`src/rtl/brc_pkg.sv`:
```
package brc_pkg;

  typedef enum logic [1:0] {
    BK_NONE = 2'd0,
    BK_JUMP = 2'd1,
    BK_IFZ  = 2'd2,
    BK_IFNZ = 2'd3
  } br_kind_e;

  // Reset PC of one thread.
  function automatic int unsigned thread_start(int unsigned base, int unsigned stride, int unsigned t);
    return base + t * stride;
  endfunction

  // Branch decision from kind and a zero flag of the test operand.
  function automatic logic br_taken(br_kind_e k, logic val_is_zero);
    case (k)
      BK_JUMP: return 1'b1;
      BK_IFZ:  return val_is_zero;
      BK_IFNZ: return !val_is_zero;
      default: return 1'b0;
    endcase
  endfunction

endpackage

```
`src/rtl/brc_rotor.sv`:
```
// Round-robin thread pointer plus warm-up tracking for returning instructions.
module brc_rotor #(
  parameter int NT     = 8,
  parameter int OP_LAT = 8,
  localparam int TW    = $clog2(NT)
) (
  input  logic          clk,
  input  logic          rst_n,
  output logic [TW-1:0] issue_tid,
  output logic [TW-1:0] exe_tid,
  output logic          exe_ok
);
  localparam int FILL = OP_LAT + 1;
  localparam int FW   = $clog2(FILL + 1);
  localparam int LAG  = FILL % NT;

  logic [FW-1:0] fill_q;

  always_ff @(posedge clk) begin
    if (!rst_n) begin
      issue_tid <= '0;
      fill_q    <= '0;
    end else begin
      issue_tid <= issue_tid + TW'(1);
      if (fill_q != FW'(FILL)) fill_q <= fill_q + FW'(1);
    end
  end

  // Thread whose instruction is at the controller inputs this cycle.
  assign exe_tid = issue_tid - TW'(LAG);
  assign exe_ok  = (fill_q == FW'(FILL));

endmodule

```
`src/rtl/brc_resolve.sv`:
```
// CTL0: register the returning instruction. CTL1: decide and produce PC write.
module brc_resolve
  import brc_pkg::*;
#(
  parameter int PCW = 10,
  parameter int DW  = 16,
  parameter int TW  = 3
) (
  input  logic           clk,
  input  logic           rst_n,
  input  logic           in_ok,
  input  br_kind_e       in_kind,
  input  logic [PCW-1:0] in_target,
  input  logic [DW-1:0]  in_value,
  input  logic [TW-1:0]  in_tid,
  output logic           br_we,
  output logic [TW-1:0]  br_tid,
  output logic [PCW-1:0] br_target
);
  logic           s0_ok;
  br_kind_e       s0_kind;
  logic [PCW-1:0] s0_target;
  logic [DW-1:0]  s0_value;
  logic [TW-1:0]  s0_tid;
  logic           s0_zero;

  always_ff @(posedge clk) begin
    if (!rst_n) begin
      s0_ok     <= 1'b0;
      s0_kind   <= BK_NONE;
      s0_target <= '0;
      s0_value  <= '0;
      s0_tid    <= '0;
    end else begin
      s0_ok     <= in_ok;
      s0_kind   <= in_kind;
      s0_target <= in_target;
      s0_value  <= in_value;
      s0_tid    <= in_tid;
    end
  end

  assign s0_zero   = (s0_value == '0);
  assign br_we     = s0_ok && br_taken(s0_kind, s0_zero);
  assign br_tid    = s0_tid;
  assign br_target = s0_target;

endmodule

```
`src/rtl/brc_pc_file.sv`:
```
// Per-thread PC registers, sequential step on issue, redirect on taken branch.
module brc_pc_file
  import brc_pkg::*;
#(
  parameter int NT     = 8,
  parameter int PCW    = 10,
  parameter int BASE   = 16,
  parameter int STRIDE = 64,
  localparam int TW    = $clog2(NT)
) (
  input  logic           clk,
  input  logic           rst_n,
  input  logic [TW-1:0]  iss_tid,
  input  logic           br_we,
  input  logic [TW-1:0]  br_tid,
  input  logic [PCW-1:0] br_target,
  output logic [PCW-1:0] fetch_pc,
  output logic [TW-1:0]  fetch_tid
);
  logic [PCW-1:0] pc_q [NT];
  logic [PCW-1:0] iss_cur;
  logic           started;

  assign iss_cur = pc_q[iss_tid];

  for (genvar t = 0; t < NT; t++) begin : g_pc
    localparam logic [PCW-1:0] START = PCW'(thread_start(BASE, STRIDE, t));
    always_ff @(posedge clk) begin
      if (!rst_n)                                    pc_q[t] <= START;
      else if (br_we && br_tid == TW'(t))            pc_q[t] <= br_target;
      else if (iss_tid == TW'(t))                    pc_q[t] <= pc_q[t] + PCW'(1);
    end
  end

  always_ff @(posedge clk) begin
    if (!rst_n) begin
      fetch_pc  <= '0;
      fetch_tid <= '0;
      started   <= 1'b0;
    end else begin
      fetch_pc  <= iss_cur;
      fetch_tid <= iss_tid;
      started   <= 1'b1;
    end
  end

  assert_first_thread_R2: assert property (@(posedge clk) disable iff (!rst_n)
    $rose(started) |-> fetch_tid == '0);

  assert_rotation_R2: assert property (@(posedge clk) disable iff (!rst_n)
    started |=> fetch_tid == $past(fetch_tid) + TW'(1));

  assert_seq_step_R3: assert property (@(posedge clk) disable iff (!rst_n)
    started |=> pc_q[$past(iss_tid)] == $past(iss_cur) + PCW'(1));

  assert_redirect_R5: assert property (@(posedge clk) disable iff (!rst_n)
    br_we |=> pc_q[$past(br_tid)] == $past(br_target));

  assert_no_port_clash_R10: assert property (@(posedge clk) disable iff (!rst_n)
    br_we |-> br_tid != iss_tid);

endmodule

```
`src/rtl/barrel_branch_ctl.sv`:
```
module barrel_branch_ctl
  import brc_pkg::*;
#(
  parameter int NT           = 8,   // power of two
  parameter int PCW          = 10,
  parameter int DW           = 16,
  parameter int OP_LAT       = 8,   // fetch-to-controller latency, 7..13 for one delay slot
  parameter int START_BASE   = 16,
  parameter int START_STRIDE = 64,
  localparam int TW          = $clog2(NT)
) (
  input  logic           clk,
  input  logic           rst_n,
  input  logic [1:0]     ctl_kind,
  input  logic [PCW-1:0] ctl_target,
  input  logic [DW-1:0]  ctl_value,
  output logic [PCW-1:0] fetch_pc,
  output logic [TW-1:0]  fetch_tid
);
  logic [TW-1:0]  issue_tid;
  logic [TW-1:0]  exe_tid;
  logic           exe_ok;
  logic           br_we;
  logic [TW-1:0]  br_tid;
  logic [PCW-1:0] br_target;

  brc_rotor #(.NT(NT), .OP_LAT(OP_LAT)) u_rotor (
    .clk       (clk),
    .rst_n     (rst_n),
    .issue_tid (issue_tid),
    .exe_tid   (exe_tid),
    .exe_ok    (exe_ok)
  );

  brc_resolve #(.PCW(PCW), .DW(DW), .TW(TW)) u_resolve (
    .clk       (clk),
    .rst_n     (rst_n),
    .in_ok     (exe_ok),
    .in_kind   (br_kind_e'(ctl_kind)),
    .in_target (ctl_target),
    .in_value  (ctl_value),
    .in_tid    (exe_tid),
    .br_we     (br_we),
    .br_tid    (br_tid),
    .br_target (br_target)
  );

  brc_pc_file #(.NT(NT), .PCW(PCW), .BASE(START_BASE), .STRIDE(START_STRIDE)) u_pcs (
    .clk       (clk),
    .rst_n     (rst_n),
    .iss_tid   (issue_tid),
    .br_we     (br_we),
    .br_tid    (br_tid),
    .br_target (br_target),
    .fetch_pc  (fetch_pc),
    .fetch_tid (fetch_tid)
  );

endmodule

```
`config.mk`:
```
export PLATFORM = sky130hd
export DESIGN_NAME = barrel_branch_ctl
export DESIGN_NICKNAME = d
export VERILOG_FILES = /design/src/rtl/brc_pkg.sv /design/src/rtl/brc_rotor.sv /design/src/rtl/brc_resolve.sv /design/src/rtl/brc_pc_file.sv /design/src/rtl/barrel_branch_ctl.sv
export SDC_FILE = /design/constraint.sdc
export NUM_CORES = 1
export LEC_CHECK = 0
export ABC_AREA = 0
export ABC_CLOCK_PERIOD_IN_PS = 2750
export BUFFER_PORTS_ARGS = -buffer_cell sky130_fd_sc_hd__buf_2
export CAP_MARGIN = 20
export CORE_MARGIN = 3
export CORE_UTILIZATION = 55
export CTS_BUF_LIST = sky130_fd_sc_hd__clkbuf_2 sky130_fd_sc_hd__clkbuf_4 sky130_fd_sc_hd__clkbuf_8
export CTS_CLUSTER_DIAMETER = 150
export CTS_CLUSTER_SIZE = 24
export DETAILED_ROUTE_END_ITERATION = 8
export PLACE_DENSITY = 0.78
export SLEW_MARGIN = 20
export SYNTH_ARGS = -nofsm -noshare
export SYNTH_HDL_FRONTEND = slang
export SYNTH_SLANG_ARGS = --single-unit
```
`constraint.sdc`:
```
create_clock -name clk -period 2.75 [get_ports clk]
set_input_delay 0.55 -clock clk [delete_from_list [all_inputs] [get_ports clk]]
set_output_delay 0.55 -clock clk [all_outputs]
set_load 0.03 [all_outputs]
```
### After elaboration in Yosys (flattened, before gate mapping)

Memory sizes are Yosys's and may differ from the RTL's. A register that Yosys moved wholly into a read port is not among the register bits.
Index checks and enable logic that the tools add are counted.

| word-level totals | value |
|---|---|
| output and inout bits | 13 |
| logic and storage cells | 143 |
| register bits after elaboration | 42 |
| RAM bits | 80 |
| memories kept | 1 |

Memories:

| memory | words | width | rd ports | clocked after memory_dff | wr ports | line | source |
|---|---|---|---|---|---|---|---|
| u_pcs.pc_q | 8 | 10 | 9 | 1 | 8 | brc_pc_file.sv:20 | `logic [PCW-1:0] pc_q [NT];` |

| operators by class | value |
|---|---|
| reductions and logical operators | 14 |
| equal/unequal tests | 19 |
| mux-type cells | 74 |
| bitwise operators | 16 |
| add/subtract/negate cells | 11 |

Operator list:

| operator | number |
|---|---|
| $mux 10 | 16 |
| $add 10x1->10 const B | 8 |
| $mux 1 | 57 |
| $eq 3x3->1 const B | 8 |
| $logic_not 16->1 | 1 |
| $or 1x1->1 | 16 |
| $eq 3x2->1 const B | 4 |
| $logic_and 1x1->1 | 9 |
| $eq 3x1->1 const B | 2 |
| $logic_not 3->1 | 2 |
| $add 4x1->4 const B | 1 |
| $eq 2x2->1 const B | 2 |
| $eq 4x4->1 const B | 1 |
| $ne 4x4->1 const B | 1 |
| $add 3x1->3 const B | 1 |
| $pmux 1 s3 | 1 |
| $sub 3x1->3 const B | 1 |
| $eq 2x1->1 const B | 1 |
| $logic_not 1->1 | 2 |

### Depth between registers and ports, before layout

Gate-level depths: netlist of run 1.

| depth | value |
|---|---|
| word-level depth | 10 |
| gate-level depth with buffers | 8 |
| depth with buffers taken out | 6 |

### Modules after synthesis

From an unflattened synthesis of run 1, not the netlist that was laid out.

| unflattened totals | value |
|---|---|
| cell total of the unflattened synthesis | 584 |
| area total of the unflattened synthesis | 6,904.1 um^2 |

By module, submodules not included:

| module | cells each | times used | area an instance (um^2) | seq. area each (um^2) |
|---|---|---|---|---|
| brc_pc_file | 475 | 1 | 5,659.2 | 2,662.6 |
| brc_resolve | 76 | 1 | 909.6 | 640.6 |
| brc_rotor | 33 | 1 | 335.3 | 140.1 |

### Least setup slack after synthesis of run 1

OpenSTA, ideal clock, no wires.

| path | value |
|---|---|
| path kind | reg-to-reg |
| from | reg u_resolve.s0_value[8] |
| to | mem u_pcs.pc_q[7][0] (enable) |
| path slack | 0.668 ns |
| period minus slack after synthesis | 2.082 ns |
| path buffers | 2 |
| arrival | 1.731 ns |
| required time | 2.399 ns |
| cell stages (with the launch flop) | 8 |
| setup time | 0.351 ns |
| path through | dfxtp_1 > nor4_4 > and4_1 > buf_6 > a21oi_2 > a31oi_2 > buf_6 > nand3b_1 |

RTL lines:

| item | line | source |
|---|---|---|
| start: declaration | brc_resolve.sv:23 | `logic [DW-1:0] s0_value;` |
| start signal: assignment | brc_resolve.sv:38 | `s0_value <= in_value;` |
| end: declaration | brc_pc_file.sv:20 |  |

==> flow_summary.toml, run 1 <==
[timing]
period_needed_ns = 2.58
holdWs_ns = 0.299
timing_hold_violations_final = 0
slew_violations = 0
tightest_slew_ns = 0.683
fin_worst_skew_ns = 0.0131
rsz0062_at_grt = "no"
clock.fmax_mhz = 387
tns_ns = 0
relSlewSlack_pct = 54.4
setup_viol = 0
layout_setup_ws_ns = 0.169
min_period_over_period_pct = 93.9

[global_route]
grt_overflow_total = 0
grt_pass1_vias = 5290
grt_usage_pct = 25.7
antenna_found_initial = 0
grt_pass1_wl_um = 29100
grt_max_degree = 45

[route]
wl_per_cell_um = 19.9
viasPerCell = 6.00
first_iter_violations = 733
firstDrtPassIters = 6
postRouteWirelength_um = 18700
num_vias = 5649
postRouteAntennaNets = 0
drc = 0

[cells_and_area]
final_area_sq_um = 8460
drive_above_1_share_pct = 18.0
stdcell_count = 941
num-nets-final = 799
final_util_pct = 63.1
syn_to_final_growth_pct = 10.7
diodes = 0

[placed_design]
place_inst = 909
place_hpwl_um = 13600
dp_worst_setup_slack_ns = 0.210
place_congestion = 0.958
io_buffers = 42
placed_area_sq_um = 8050

[cts]
cts_sinks = 131
cts_root_buffer = "clkbuf_8"
cts_buffer_depth = 2
cts_buffers = 17
cts_hold_buf = 0
h-tree-depth = 4
clkLatencyLatePin_ns = 0.46
clk_pin_slew_worst_paths_ns = 0.07
ctsResizeCount = 0
postCtsSetupBuffers = 0
cts_tree = "yes"

[synthesis]
synth_area_per_cell_sq_um = 10.8
synthFlopType = "edfxtp_1"
yosysUniqueCellTypes = 46
synthTopCellsByArea = "edfxtp_1 (31%), dfxtp_1 (13%), mux2i_1 (9.4%), mux4_2 (5.9%), nand2_1 (5.5%)"
syn-cell-area_sq_um = 7640
yosysMostFrequentCell = "nand2_1"
postSynthCellCount = 706
synth_enable_flop_cells = 80
synth_top_area_cell = "edfxtp_1"
netlist.area_leader.share_pct = 31.4
async_reset_ff_share_pct = 0
ys_seq_area_share_pct = 44.8
netlist_top_cells_count = "nand2_1 (112), edfxtp_1 (80), mux2i_1 (72)"
ys_ff_latch = 131
yosys_warnings = 0
syn-num-nets = 753

[floorplanning]
die_h_um = 124
initial_core_util_pct = 57.0
fp.dieW_um = 124
coreArea_sq_um = 13400
rows = 42
ioPinCount = 43
die_area_sq_um = 15300

[pwr]
pwr_density_cell_nw_per_um2 = 540
p_total_mw = 4.57
swShare_pct = 26.4
seqPwrFrac_pct = 50.9
power_frac_comb_pct = 11.6
clkPwrFrac_pct = 37.4
switchingPower_mw = 1.21
ir_drop_mv = 0.456
p_leak_nw = 3.59
power.internal_mw = 3.36

[job]
maxCapViolCount = 0

[worst_setup_path]
start_kind = "flop"
worstPathArrival_ns = 2.65
endpoint_kind = "flop"
path_max_fanout = 10
critPathKind = "flop to flop"
required_ns = 2.82

[worst_hold_path]
hold_class = "input port to flop"

[outcome]
status = "complete, no violations"
## power groups by stage
| stage | clock network [mW] | registers [mW] | logic, mW |
|---|---|---|---|
| after floorplan | 0 | 2.36 | 0.339 |
| after global placement | 0 | 2.36 | 0.514 |
| after detailed placement | 0 | 2.37 | 0.525 |
| after CTS | 1.73 | 2.32 | 0.529 |
| after global routing | 1.81 | 2.34 | 0.576 |
| final | 1.71 | 2.33 | 0.532 |
## logic make-up after synthesis
logic type	count (synthesis)	synth area share, %
multiplexers	92	15.3
buffers and inverters	39	2.33
flip-flops	131	44.8
AND/OR/NAND/NOR	322	23.4
AO/OA/AOI/OAI	39	3.82
XOR/XNOR	66	7.57
adder cells (fa/ha/maj)	17	2.78
## flip-flops by register name, indices dropped and copies added, names as in the netlist
register / flops
u_pcs.fetch_tid: 3
u_pcs.pc_q: 80
u_rotor.fill_q: 4
u_resolve.br_tid: 2
u_rotor.issue_tid: 3
u_resolve.br_target: 10
u_resolve.s0_ok: 1
u_resolve.s0_kind: 2
u_pcs.fetch_pc: 10
u_resolve.s0_value: 16
## routing by layer
layer | vias to the layer above | wire length (um) | track usage, %
met5 | - | 0 | 0
met4 | 0 | 265 | 7.27
met3 | 27 | 1680 | 5.99
met2 | 268 | 8700 | 39.3
met1 | 2742 | 8080 | 36.7
li1 | 2612 | - | -
## area by class of cell
cell class,count,area [sq um]
inverters,8,30.0
clock buffers,19,262
flip-flops and latches,131,3420
fillers,1052,4940
well taps,176,220
multi-input cells,536,4040
clock inverters,13,155
repair buffers,58,330
## critical path: stages, from the launching register on
cell and delay (ns):
dfxtp_1 0.33, nor4_4 0.34, and4_1 0.61, a21oi_2 0.21
nor2_8 0.28, nand3_1 0.41
## path summary, 6_finish.rpt
kind / start / endpoint / slack [ns] / cells after the start
hold reg to reg: u_rotor.fill_q[2]$_SDFFE_PN0N_ / u_rotor.fill_q[2]$_SDFFE_PN0N_ / 0.54 / 2
setup / recovery: u_resolve.s0_value[8]$_SDFF_PN0_ / u_pcs.pc_q[5][7]$_DFFE_PP_ / 0.17 / 5
hold / removal: ctl_target[0] / u_resolve.br_target[0]$_SDFF_PN0_ / 0.30 / 2
setup reg to reg: u_resolve.s0_value[8]$_SDFF_PN0_ / u_pcs.pc_q[5][7]$_DFFE_PP_ / 0.17 / 5
## layout by cell type, fill, tap and decap left out, types with 3 or more instances in the layout
cell	instances
and2_1	40
nor3_1	14
xor2_1	32
a21boi_0	11
and3_1	17
a21oi_2	7
o41ai_1	6
inv_1	8
nor2_1	34
ha_1	17
nor3_4	6
clkinv_2	4
buf_4	16
inv_4	3
nand2_1	112
nand3_1	60
mux4_2	20
buf_2	42
nor2b_1	10
nand4_1	3
bufinv_16	3
mux2i_1	72
clkinv_4	3
clkbuf_8	19
o21ai_0	9
nand3b_1	5
dfxtp_1	50
nor2_8	6
edfxtp_1	80
xnor2_1	34
Power figures use the tool's default switching activity.
==> inputs of run 2 (changes only) <==
--- a/config.mk
+++ b/config.mk
@@ -7,7 +7,7 @@
 export LEC_CHECK = 0
 export ABC_AREA = 0
 export ABC_CLOCK_PERIOD_IN_PS = 2750
-export BUFFER_PORTS_ARGS = -buffer_cell sky130_fd_sc_hd__buf_2
+export BUFFER_PORTS_ARGS = -buffer_cell sky130_fd_sc_hd__buf_4
 export CAP_MARGIN = 20
 export CORE_MARGIN = 3
 export CORE_UTILIZATION = 55
==> run 2 against run 1 <==
Clock power decreased by 7%; combinational power increased by 5.3%; maximum frequency increased by 10%; first-iteration DRC count decreased by 16%; power decreased by 1.9%; die area unchanged; utilization increased by 0.69 points; design area increased by 1.1%; largest cell class unchanged; clock-buffer cell count decreased by 2; wire length increased by 1.4%; worst setup slack improved by 0.24 ns; clock skew decreased by 0.0028 ns.
==> flow_summary.toml, run 2 (synthesis results as in run 1) <==
[cts]
cts_sinks = 131
cts_hold_buf = 0
cts_root_buffer = "clkbuf_8"
clk_pin_slew_worst_paths_ns = 0.08
postCtsSetupBuffers = 0
h-tree-depth = 4
cts_buffer_depth = 2
ctsResizeCount = 0
cts_buffers = 17
cts_tree = "yes"
clkLatencyLatePin_ns = 0.47

[placed_design]
dp_worst_setup_slack_ns = 0.437
place_congestion = 0.978
place_hpwl_um = 14000
io_buffers = 42

[cells_and_area]
num-nets-final = 803
drive_above_1_share_pct = 18.5
largest-register = "u_pcs.pc_q"
diodes = 0
final_cell_mix = "nand2_1 (112), edfxtp_1 (80), mux2i_1 (72)"
largestRegisters = "u_pcs.pc_q: 80 flops, u_resolve.s0_value: 16 flops"
largest_register_ffs = 80
syn_to_final_growth_pct = 12.0
layout_commonest_cell = "nand2_1"

[floorplanning]
coreArea_sq_um = 13400
die_area_sq_um = 15300
fp.dieW_um = 124
die_h_um = 124
rows = 42
initial_core_util_pct = 57.0
ioPinCount = 43

[pwr]
seqPwrFrac_pct = 51.9
power_frac_comb_pct = 12.5
power.internal_mw = 3.18
switchingPower_mw = 1.30
ir_drop_mv = 0.356
swShare_pct = 29.0
pwr_density_cell_nw_per_um2 = 524
clkPwrFrac_pct = 35.6
p_leak_nw = 3.62

[route]
viasPerCell = 5.99
firstDrtPassIters = 5
first_iter_violations = 613
postRouteWirelength_um = 19000
drc = 0
postRouteAntennaNets = 0
wl_per_cell_um = 20.1
num_vias = 5663

[worst_setup_path]
path_max_fanout = 10
slowest_delay_ns = 0.45
endpoint_kind = "flop"
critPathKind = "flop to flop"
cp_slowest_cell = "nor3_4"
worstPathArrival_ns = 2.45
start_kind = "flop"
reg2regPathDepth = 5
cp_cell_sequence = "nor4_4 > nand4_4 > nor3_4 > nor2_8 > nand3_1"
required_ns = 2.86

[timing]
timing_hold_violations_final = 0
clock.fmax_mhz = 427
rsz0062_at_grt = "no"
tightest_slew_ns = 0.712
layout_setup_ws_ns = 0.410
min_period_over_period_pct = 85.1
relSlewSlack_pct = 52.5
tns_ns = 0
slew_violations = 0
period_needed_ns = 2.34
fin_worst_skew_ns = 0.0103
setup_viol = 0

[worst_hold_path]
hold_class = "input port to flop"
whs_path_depth = 2

[global_route]
grt_max_degree = 29
antenna_found_initial = 0
grt_usage_pct = 26.4
grt_pass1_wl_um = 29800
grt_pass1_vias = 5412
grt_overflow_total = 0

[job]
maxCapViolCount = 0

[outcome]
status = "complete, no violations"
run 2: critical path: cells and delay by family, from the launching register on:
family / cells / cell delay [ns]
AND/OR/NAND/NOR: 5 / 1.64
flip-flops: 1 / 0.33
run 2: final cells by class:
class	instances	area (sq um)
clock inverter	15	140
clock buffer	17	234
fill	1035	4850
inverter	8	30.0
multi-input combinational	536	4040
timing repair buffer	62	465
sequential	131	3420
tap	176	220
run 2: path summary, 6_finish.rpt:
kind	slack (ns)	end	startpoint
max	0.41	u_pcs.pc_q[4][1]$_SDFFCE_PN0P_	u_resolve.s0_value[1]$_SDFF_PN0_
min	0.28	u_resolve.s0_value[2]$_SDFF_PN0_	ctl_value[2]
max reg2reg	0.41	u_pcs.pc_q[4][1]$_SDFFCE_PN0P_	u_resolve.s0_value[1]$_SDFF_PN0_
min reg2reg	0.53	u_rotor.issue_tid[0]$_SDFF_PN0_	u_rotor.issue_tid[0]$_SDFF_PN0_
run 2: layer usage:
layer  global-route usage [%]  vias up  wire length, um
met2                     41.3      306             9090
met3                     5.95       33             1900
met4                     9.90        0              436
met1                     36.1     2705             7580
met5                        0        -                0
li1                         -     2619                -
run 2: power by group through the flow:
stage                     Sequential, mW  Combinational [mW]  Clock [mW]
after floorplan                     2.36               0.339           0
after global placement              2.36               0.538           0
after detailed placement            2.37               0.555           0
after CTS                           2.32               0.558        1.61
after global routing                2.34               0.605        1.68
final                               2.33               0.560        1.59
run 2: through the flow:
stage | area [sq um] | utilization (%) | power [mW] | instances | hold slack (ns)
after global placement | 8180 | 61.0 | 2.90 | 913 | 0.490
after CTS | 8550 | 63.8 | 4.49 | 945 | 0.261
after global routing | 8550 | 63.8 | 4.63 | 945 | 0.258
after detailed placement | 8180 | 61.0 | 2.92 | 913 | 0.517
after floorplan | 7640 | - | 2.70 | 706 | 0.498
final | 8550 | 63.8 | 4.48 | 945 | 0.283
